[config.mk]
export PLATFORM = sky130hd
export DESIGN_NAME = pc_sequencer
export DESIGN_NICKNAME = d
export VERILOG_FILES = /design/src/rtl/pc_seq_pkg.sv /design/src/rtl/pc_seq_ctrl.sv /design/src/rtl/pc_seq_dp.sv /design/src/rtl/pc_sequencer.sv
export SDC_FILE = /design/constraint.sdc
export NUM_CORES = 1
export LEC_CHECK = 0
export BUFFER_PORTS_ARGS = -buffer_cell sky130_fd_sc_hd__buf_2
export CAP_MARGIN = 10
export CORE_MARGIN = 1.5
export CORE_UTILIZATION = 50
export CTS_CLUSTER_SIZE = 8
export DETAILED_ROUTE_END_ITERATION = 8
export PLACE_DENSITY = 0.88
export REMOVE_ABC_BUFFERS = 1
export SETUP_SLACK_MARGIN = 0.1
export SYNTH_ARGS = -nofsm -noshare
export SYNTH_HDL_FRONTEND = slang
export SYNTH_SLANG_ARGS = --single-unit
[constraint.sdc]
create_clock -name clk -period 4.65 [get_ports clk]
set_input_delay 0.93 -clock clk [delete_from_list [all_inputs] [get_ports clk]]
set_output_delay 0.93 -clock clk [all_outputs]
set_load 0.1 [all_outputs]
[src/rtl/pc_seq_pkg.sv]
package pc_seq_pkg;
  // Strobes passed from the select unit to the address datapath.
  typedef struct packed {
    logic takeJump;
    logic takeBranch;
  } pcSelT;
endpackage

[src/rtl/pc_seq_ctrl.sv]
module pc_seq_ctrl
  import pc_seq_pkg::*;
(
  input  logic  brReq,
  input  logic  aluZero,
  input  logic  jmpReq,
  output pcSelT sel
);
  // A jump overrides any branch; a branch needs both request and equality.
  always_comb begin
    sel.takeJump   = jmpReq;
    sel.takeBranch = brReq && aluZero && !jmpReq;
  end
endmodule

[src/rtl/pc_seq_dp.sv]
module pc_seq_dp
  import pc_seq_pkg::*;
#(
  parameter int ADDR_W  = 32,
  parameter int IDX_W   = 26,
  parameter int DISP_W  = 16,
  parameter logic [ADDR_W-1:0] RESET_ADDR = '0
) (
  input  logic              clk,
  input  logic              rst,
  input  pcSelT             sel,
  input  logic [IDX_W-1:0]  jmpIdx,
  input  logic [DISP_W-1:0] brDisp,
  output logic [ADDR_W-1:0] curAddr,
  output logic [ADDR_W-1:0] incAddr
);
  localparam int REGION_W = ADDR_W - IDX_W - 2;
  localparam int EXT_W    = ADDR_W - DISP_W - 2;
  localparam logic [ADDR_W-1:0] STEP = ADDR_W'(4);

  logic [ADDR_W-1:0] pcQ;
  logic [ADDR_W-1:0] dispScaled;
  logic [ADDR_W-1:0] brTarget;
  logic [ADDR_W-1:0] jmpTarget;
  logic [ADDR_W-1:0] nextAddr;

  assign incAddr    = pcQ + STEP;
  assign dispScaled = {{EXT_W{brDisp[DISP_W-1]}}, brDisp, 2'b00};
  assign brTarget   = incAddr + dispScaled;
  assign jmpTarget  = {incAddr[ADDR_W-1 -: REGION_W], jmpIdx, 2'b00};

  always_comb begin
    nextAddr = incAddr;
    if (sel.takeJump)        nextAddr = jmpTarget;
    else if (sel.takeBranch) nextAddr = brTarget;
  end

  always_ff @(posedge clk) begin
    if (rst) pcQ <= RESET_ADDR;
    else     pcQ <= nextAddr;
  end

  assign curAddr = pcQ;
endmodule

[src/rtl/pc_sequencer.sv]
module pc_sequencer
  import pc_seq_pkg::*;
#(
  parameter int ADDR_W  = 32,
  parameter int INSTR_W = 32,
  parameter int IDX_W   = 26,
  parameter int DISP_W  = 16
) (
  input  logic               clk,
  input  logic               rst,
  input  logic [INSTR_W-1:0] instrWord,
  input  logic               brReq,
  input  logic               aluZero,
  input  logic               jmpReq,
  output logic [ADDR_W-1:0]  fetchAddr,
  output logic [ADDR_W-1:0]  seqAddr
);
  pcSelT sel;
  logic  unusedOpcode;

  assign unusedOpcode = ^instrWord[INSTR_W-1:IDX_W];

  pc_seq_ctrl u_ctrl (
    .brReq   (brReq),
    .aluZero (aluZero),
    .jmpReq  (jmpReq),
    .sel     (sel)
  );

  pc_seq_dp #(
    .ADDR_W (ADDR_W),
    .IDX_W  (IDX_W),
    .DISP_W (DISP_W)
  ) u_dp (
    .clk     (clk),
    .rst     (rst),
    .sel     (sel),
    .jmpIdx  (instrWord[IDX_W-1:0]),
    .brDisp  (instrWord[DISP_W-1:0]),
    .curAddr (fetchAddr),
    .incAddr (seqAddr)
  );
endmodule

==> flow_metrics.py, run 1 <==
metrics = {
    "timing": {
        "finClkSkew_ns": 0.00373,
        "post-route-min-period_ns": 3.92,
        "fin_ws_ns": 0.728,
        "hold_violations": 0,
        "final_max_slew_viol_count": 0,
        "rsz0062_at_grt": "no",
        "finalCritPeriodShare_pct": 84.4,
        "maxSlewHeadroom_pct": 54.2,
        "hold_ws_ns": 0.638,
        "setup_tns_ns": 0,
        "fmax_mhz": 255,
        "setup_viol": 0,
        "tightest_slew_ns": 0.684,
    },
    "clocking": {
        "root_buffer": "clkbuf_8",
        "clkSlewWorstSetupHoldPaths_ns": 0.07,
        "hold_buffers": 0,
        "post-cts-setup-buffer-count": 0,
        "numCtsBuffers": 5,
        "cts_tree": "built",
        "cts_buffer_depth": 2,
        "htreeDepth": 2,
        "clock_sinks": 30,
        "cts_resized": 0,
        "insertion_delay_ns": 0.29,
    },
    "synth": {
        "synthSimpleGateAreaFrac_pct": 21.4,
        "synth.area.mux_share_pct": 0.570,
        "synth_top_family_by_area": "compound AO/OA/AOI/OAI gates",
        "synth-seq-area-share_pct": 17.1,
        "synthCells": 456,
        "synthAdderAreaFrac_pct": 13.4,
        "ys_ff_latch": 30,
        "yosysWarnings": 0,
        "async_flop_share_pct": 0,
        "syn_area_um2": 3510,
        "synth_ff_type": "dfxtp_1",
        "synth_xor_xnor_area_share_pct": 12.5,
        "netlist-cell-type-count": 68,
        "synth_edf_count": 0,
        "syn_avg_cell_area_um2": 7.71,
        "synth-compound-area-share_pct": 30.5,
    },
    "final_layout": {
        "drive_above_1_share_pct": 21.5,
        "seq_area_um2": 601,
        "multi_input_area_um2": 2770,
        "layout_commonest_cell": "buf_2",
        "fillers": 593,
        "largest_reg_flops": 30,
        "mostFrequentLayoutCells": "buf_2 (90), nand2_1 (48), a21oi_1 (36), ha_1 (36), xnor2_1 (31)",
        "stdcell_count": 632,
        "area_delta_synth_final_pct": 16.7,
        "n_antenna_cell": 0,
        "fin_nets": 609,
    },
    "drt": {
        "drc": 0,
        "wl_per_cell_um": 16.8,
        "first_pass_iters": 6,
        "initialDrtViolationCount": 398,
        "drt_wl_total_um": 10600,
        "routed-via-count": 3943,
        "postRouteAntennaNets": 0,
        "viasPerCell": 6.24,
    },
    "power_and_ir_drop": {
        "clockPowerShare_pct": 16.8,
        "ir_worst_vdd_mv": 0.126,
        "switching_power_w": 0.000728,
        "internal_power_w": 0.000589,
        "swShare_pct": 55.3,
        "p_per_area_nw_per_um2": 321,
        "p_leak_nw": 1.98,
        "pwr-share-comb_pct": 60.2,
        "pwr-share-seq_pct": 23.0,
    },
    "placed_design": {
        "hpwl_um": 8430,
        "gp_congestion": 0.933,
        "dp.cells": 624,
        "dp_slack_ns": 0.814,
        "io_buffers": 90,
    },
    "hold_path": {
        "whs_path_depth": 3,
        "hold-path-endpoint": "u_dp.curAddr[31]",
        "worst_hold_path_type": "register to register",
        "worst_hold_startpoint": "u_dp.curAddr[31]",
    },
    "worst_setup_path": {
        "required_ns": 4.83,
        "cp-start-kind": "register",
        "r2r_setup_slack_ns": 0.73,
        "reg2regPathDepth": 13,
        "critPathKind": "register to register",
        "crit_path_max_fanout": 7,
        "r2r_start": "u_dp.curAddr[4]",
        "arrival_ns": 4.10,
        "crit_path_end_kind": "register",
        "r2r_end": "u_dp.curAddr[29]",
    },
    "floorplanning": {
        "dieArea_um2": 7540,
        "start_util_pct": 51.7,
        "num_io_pins": 101,
        "core_um2": 6790,
        "num_rows": 30,
        "die_w_um": 86.8,
        "die_h_um": 86.8,
    },
    "global_routing": {
        "grt_pass1_vias": 3649,
        "grt_max_degree": 32,
        "grt_first_pass_wirelength_um": 16700,
        "grtUsageTotal_pct": 28.1,
        "globalRouteOverflowTotal": 0,
        "grt_antenna_before_repair": 0,
    },
    "status": {
        "outcome": "completed",
    },
    "job": {
        "drv_cap": 0,
    },
}
-- worst max-delay path: stages (launching register included) --
cell       delay (ns)
dfxtp_1          0.44
and3_1           0.29
nand3_1          0.24
nor3_4           0.34
nand2_1          0.11
xnor2_1          0.46
ha_1             0.39
nand4_1          0.16
o221ai_1         0.21
a2111oi_0        0.48
a22oi_1          0.15
a41oi_1          0.25
xor2_1           0.21
o2bb2ai_1        0.08
-- per-layer routing --
metal  vias up  routed length [um]  track usage, %
met5         -                   0               0
met4         0                 359            12.6
met3        42                 998            5.05
met2       241                4900            47.2
met1      1804                4390            34.9
li1       1856                   -               -
-- power groups by stage --
stage,clock network (W),registers (W),logic (W)
2_1_floorplan,0,0.000457,0.000483
3_3_place_gp,0,0.000307,0.000767
3_5_place_dp,0,0.000308,0.000780
4_1_cts,0.000220,0.000303,0.000783
5_1_grt,0.000229,0.000306,0.000837
6_report,0.000221,0.000303,0.000793
-- final cells by class --
type	count	area share, %
sequential	30	14.6
multi-input combinational	392	67.5
clock buffer	7	2.11
clock inverter	1	0.122
timing repair buffer	93	11.5
inverter	13	1.19
tap	96	2.93
-- worst max path at each step --
stage                    start               end  slack (ns)  cells after the start
2_1_floorplan  u_dp.curAddr[9]  u_dp.curAddr[28]       -1.01                     13
3_3_place_gp   u_dp.curAddr[4]  u_dp.curAddr[29]        0.93                     13
3_5_place_dp   u_dp.curAddr[2]  u_dp.curAddr[29]        0.81                     13
4_1_cts        u_dp.curAddr[2]  u_dp.curAddr[29]        0.82                     13
5_1_grt        u_dp.curAddr[2]  u_dp.curAddr[29]        0.36                     13
6_report       u_dp.curAddr[4]  u_dp.curAddr[29]        0.73                     13
-- kinds of logic after synthesis --
group | count (synthesis)
compound gates | 152
simple gates | 147
xor+xnor | 50
fa+ha+maj | 37
buf+inv | 37
flops | 30
mux | 2
other cells | 1
-- synthesized netlist by cell type, drive strengths merged (2+ instances only) --
library cell  instances  area share, %
o221ai                4            1.0
a311oi                2           0.50
dfxtp                30             17
nand2b                6            1.1
a31oi                 5           0.89
buf                   7            1.3
o22ai                 4           0.71
xnor2                31            7.7
and3                  5           0.89
o21bai                4           0.85
a41oi                 4            1.5
inv                  13            1.4
nor2                 29            3.1
a221o                 2           0.57
nand4b                2           0.50
nor2b                 2           0.36
nand3b                3           0.64
a22oi                 2           0.43
o21a                  2           0.43
nand2                48            5.1
o2bb2ai               2           0.50
and2                  3           0.53
nand4                15            2.8
nor3                  9            1.9
a21o                 14            3.0
xor2                 19            4.7
or3                   2           0.36
o211ai                7            1.5
a2111oi               3           0.93
and4                  4            1.0
o211a                 6            1.7
o31ai                 3            1.0
mux2i                 2           0.57
nand3                16            2.4
o21ai                31            4.5
clkbuf               17            1.9
ha                   36             13
a21oi                38            5.6
a211oi                8            1.7
-- through the flow --
stage | instance area, um^2 | power (W) | util [%]
after floorplan | 3420 | 0.000940 | -
after global routing | 4100 | 0.00137 | 60.3
after global placement | 4010 | 0.00107 | 59.0
after detailed placement | 4010 | 0.00109 | 59.0
final | 4100 | 0.00132 | 60.3
after CTS | 4100 | 0.00131 | 60.3
Note: power is estimated with default switching activity, not from simulation.
==> run 2: changes to the inputs <==
==> constraint.sdc (replaced) <==
create_clock -name clk -period 3.9 [get_ports clk]
set_input_delay 0.78 -clock clk [delete_from_list [all_inputs] [get_ports clk]]
set_output_delay 0.78 -clock clk [all_outputs]
set_load 0.1 [all_outputs]
==> flow_metrics.py, run 2 (same netlist as run 1, synthesis figures left out) <==
metrics = {
    "status": {
        "outcome": "completed",
    },
    "floorplanning": {
        "core_um2": 6790,
        "dieArea_um2": 7540,
        "die_w_um": 86.8,
        "start_util_pct": 51.7,
        "die_h_um": 86.8,
        "num_rows": 30,
        "num_io_pins": 101,
    },
    "worst_setup_path": {
        "crit_family": "compound AO/OA/AOI/OAI gates",
        "cp-start-kind": "register",
        "r2r_end": "u_dp.curAddr[29]",
        "crit_slowest_cell": "a2111oi_2",
        "cpPeakStageDelay_ns": 0.47,
        "arrival_ns": 3.91,
        "crit_top_cell": "xor2_1",
        "crit_path_cell_trace": "and3_2 -> nand4_1 -> nor3_1 -> xor2_1 -> ha_2 -> a21oi_1 -> o21a_1 -> o221ai_1 -> a2111oi_2 -> a22oi_1 -> a41oi_1 -> xor2_1 -> o2bb2ai_1",
        "reg2regPathDepth": 13,
        "crit_buf_inv": 0,
        "critPathKind": "register to register",
        "crit_path_end_kind": "register",
        "crit_path_max_fanout": 6,
        "required_ns": 4.07,
        "path_depth": 13,
        "r2r_setup_slack_ns": 0.16,
        "r2r_start": "u_dp.curAddr[5]",
    },
    "timing": {
        "post-route-min-period_ns": 3.74,
        "fmax_mhz": 267,
        "fin_ws_ns": 0.161,
        "finClkSkew_ns": 0.00340,
        "tightest_slew_ns": 0.643,
        "rsz0062_at_grt": "yes",
        "final_max_slew_viol_count": 0,
        "maxSlewHeadroom_pct": 57.1,
        "hold_ws_ns": 0.629,
        "setup_viol": 0,
        "finalCritPeriodShare_pct": 95.9,
        "hold_violations": 0,
    },
    "drt": {
        "initialDrtViolationCount": 379,
        "wl_per_cell_um": 17.3,
        "drt_wl_total_um": 11200,
        "drc": 0,
        "viasPerCell": 6.30,
        "first_pass_iters": 6,
        "routed-via-count": 4057,
        "postRouteAntennaNets": 0,
    },
    "final_layout": {
        "largest_reg_flops": 30,
        "mostFrequentLayoutCells": "buf_2 (90), nand2_1 (48), a21oi_1 (36)",
        "fin_nets": 621,
        "drive_above_1_share_pct": 25.9,
        "area_delta_synth_final_pct": 21.3,
        "layout_commonest_cell": "buf_2",
        "n_antenna_cell": 0,
    },
    "hold_path": {
        "whs_path_depth": 3,
        "worst_hold_startpoint": "u_dp.curAddr[31]",
        "hold-path-endpoint": "u_dp.curAddr[31]",
        "worst_hold_path_type": "register to register",
    },
    "clocking": {
        "clkSlewWorstSetupHoldPaths_ns": 0.07,
        "root_buffer": "clkbuf_8",
        "numCtsBuffers": 5,
        "cts_tree": "built",
        "cts_buffer_depth": 2,
        "clock_sinks": 30,
        "insertion_delay_ns": 0.28,
        "htreeDepth": 2,
    },
    "power_and_ir_drop": {
        "ir_worst_vdd_mv": 0.163,
        "p_per_area_nw_per_um2": 373,
        "p_leak_nw": 2.07,
        "p_total_w": 0.00159,
    },
    "global_routing": {
        "grtUsageTotal_pct": 28.5,
        "globalRouteOverflowTotal": 0,
        "grt_first_pass_wirelength_um": 17100,
        "grt_pass1_vias": 3714,
        "grt_antenna_before_repair": 0,
        "grt_max_degree": 31,
    },
    "placed_design": {
        "dp_slack_ns": 0.138,
        "gp_congestion": 0.960,
        "io_buffers": 90,
        "hpwl_um": 8640,
    },
    "job": {
        "drv_cap": 0,
    },
}
run 2: cell types whose count changed in the layout (fill, tap and decap cells not counted), moves of 2 or more:
cell and delta:
dfxtp_2 +2, xnor2_2 +5, ha_2 +4, xnor2_1 -5
dfxtp_1 -2, ha_1 -4, buf_4 +12
run 2: worst min-delay path, cell delays in order, from the launching register on:
cell and delay [ns]:
dfxtp_1 0.35, xnor2_1 0.11, nand2_1 0.08, o31ai_1 0.06
run 2: final cells by class:
type / instances / area (um^2)
fillers: 563 / 2530
repair buffers: 105 / 563
clock buffers: 7 / 86.3
clock inverters: 1 / 5.00
flip-flops and latches: 30 / 603
multi-input cells: 392 / 2840
well taps: 96 / 120
inverters: 13 / 48.8
run 2: how the worst max path moves through the flow:
stage / to / slack (ns) / start
2_1_floorplan: u_dp.curAddr[28] / -1.76 / u_dp.curAddr[9]
3_3_place_gp: u_dp.curAddr[29] / 0.28 / u_dp.curAddr[9]
3_5_place_dp: u_dp.curAddr[29] / 0.14 / u_dp.curAddr[9]
4_1_cts: u_dp.curAddr[29] / 0.14 / u_dp.curAddr[2]
5_1_grt: u_dp.curAddr[29] / -0.04 / u_dp.curAddr[5]
6_report: u_dp.curAddr[29] / 0.16 / u_dp.curAddr[5]
run 2: what timing repair did:
action,CTS,global route
hold buffers,0,0
pin swaps,0,4
cloned,0,0
gates resized for setup,1,15
endpoints found under the setup margin,1,6
buffers inserted,0,5
run 2: report_power, final:
part | internal, W | switching, W
combinational | 0.000241 | 0.000722
clock | 0.000142 | 0.000119
sequential | 0.000333 | 0.0000323
run 2: metrics by stage:
stage	instances	util, %	cell area (um^2)	setup TNS, ns
floorplan	435	-	3420	-43.77
global placement	631	59.8	4060	0
detailed placement	631	59.8	4060	0
CTS	639	61.2	4160	0
global route	644	62.7	4260	-0.0393
finish	644	62.7	4260	0
run 2: layer usage:
layer  GRT usage, %  wire length (um)  up-vias
met1           37.4              4440     1893
met2           46.4              5280      241
li1               -                 -     1874
met5              0                 0        -
met3           3.14              1060       49
met4           14.1               392        0
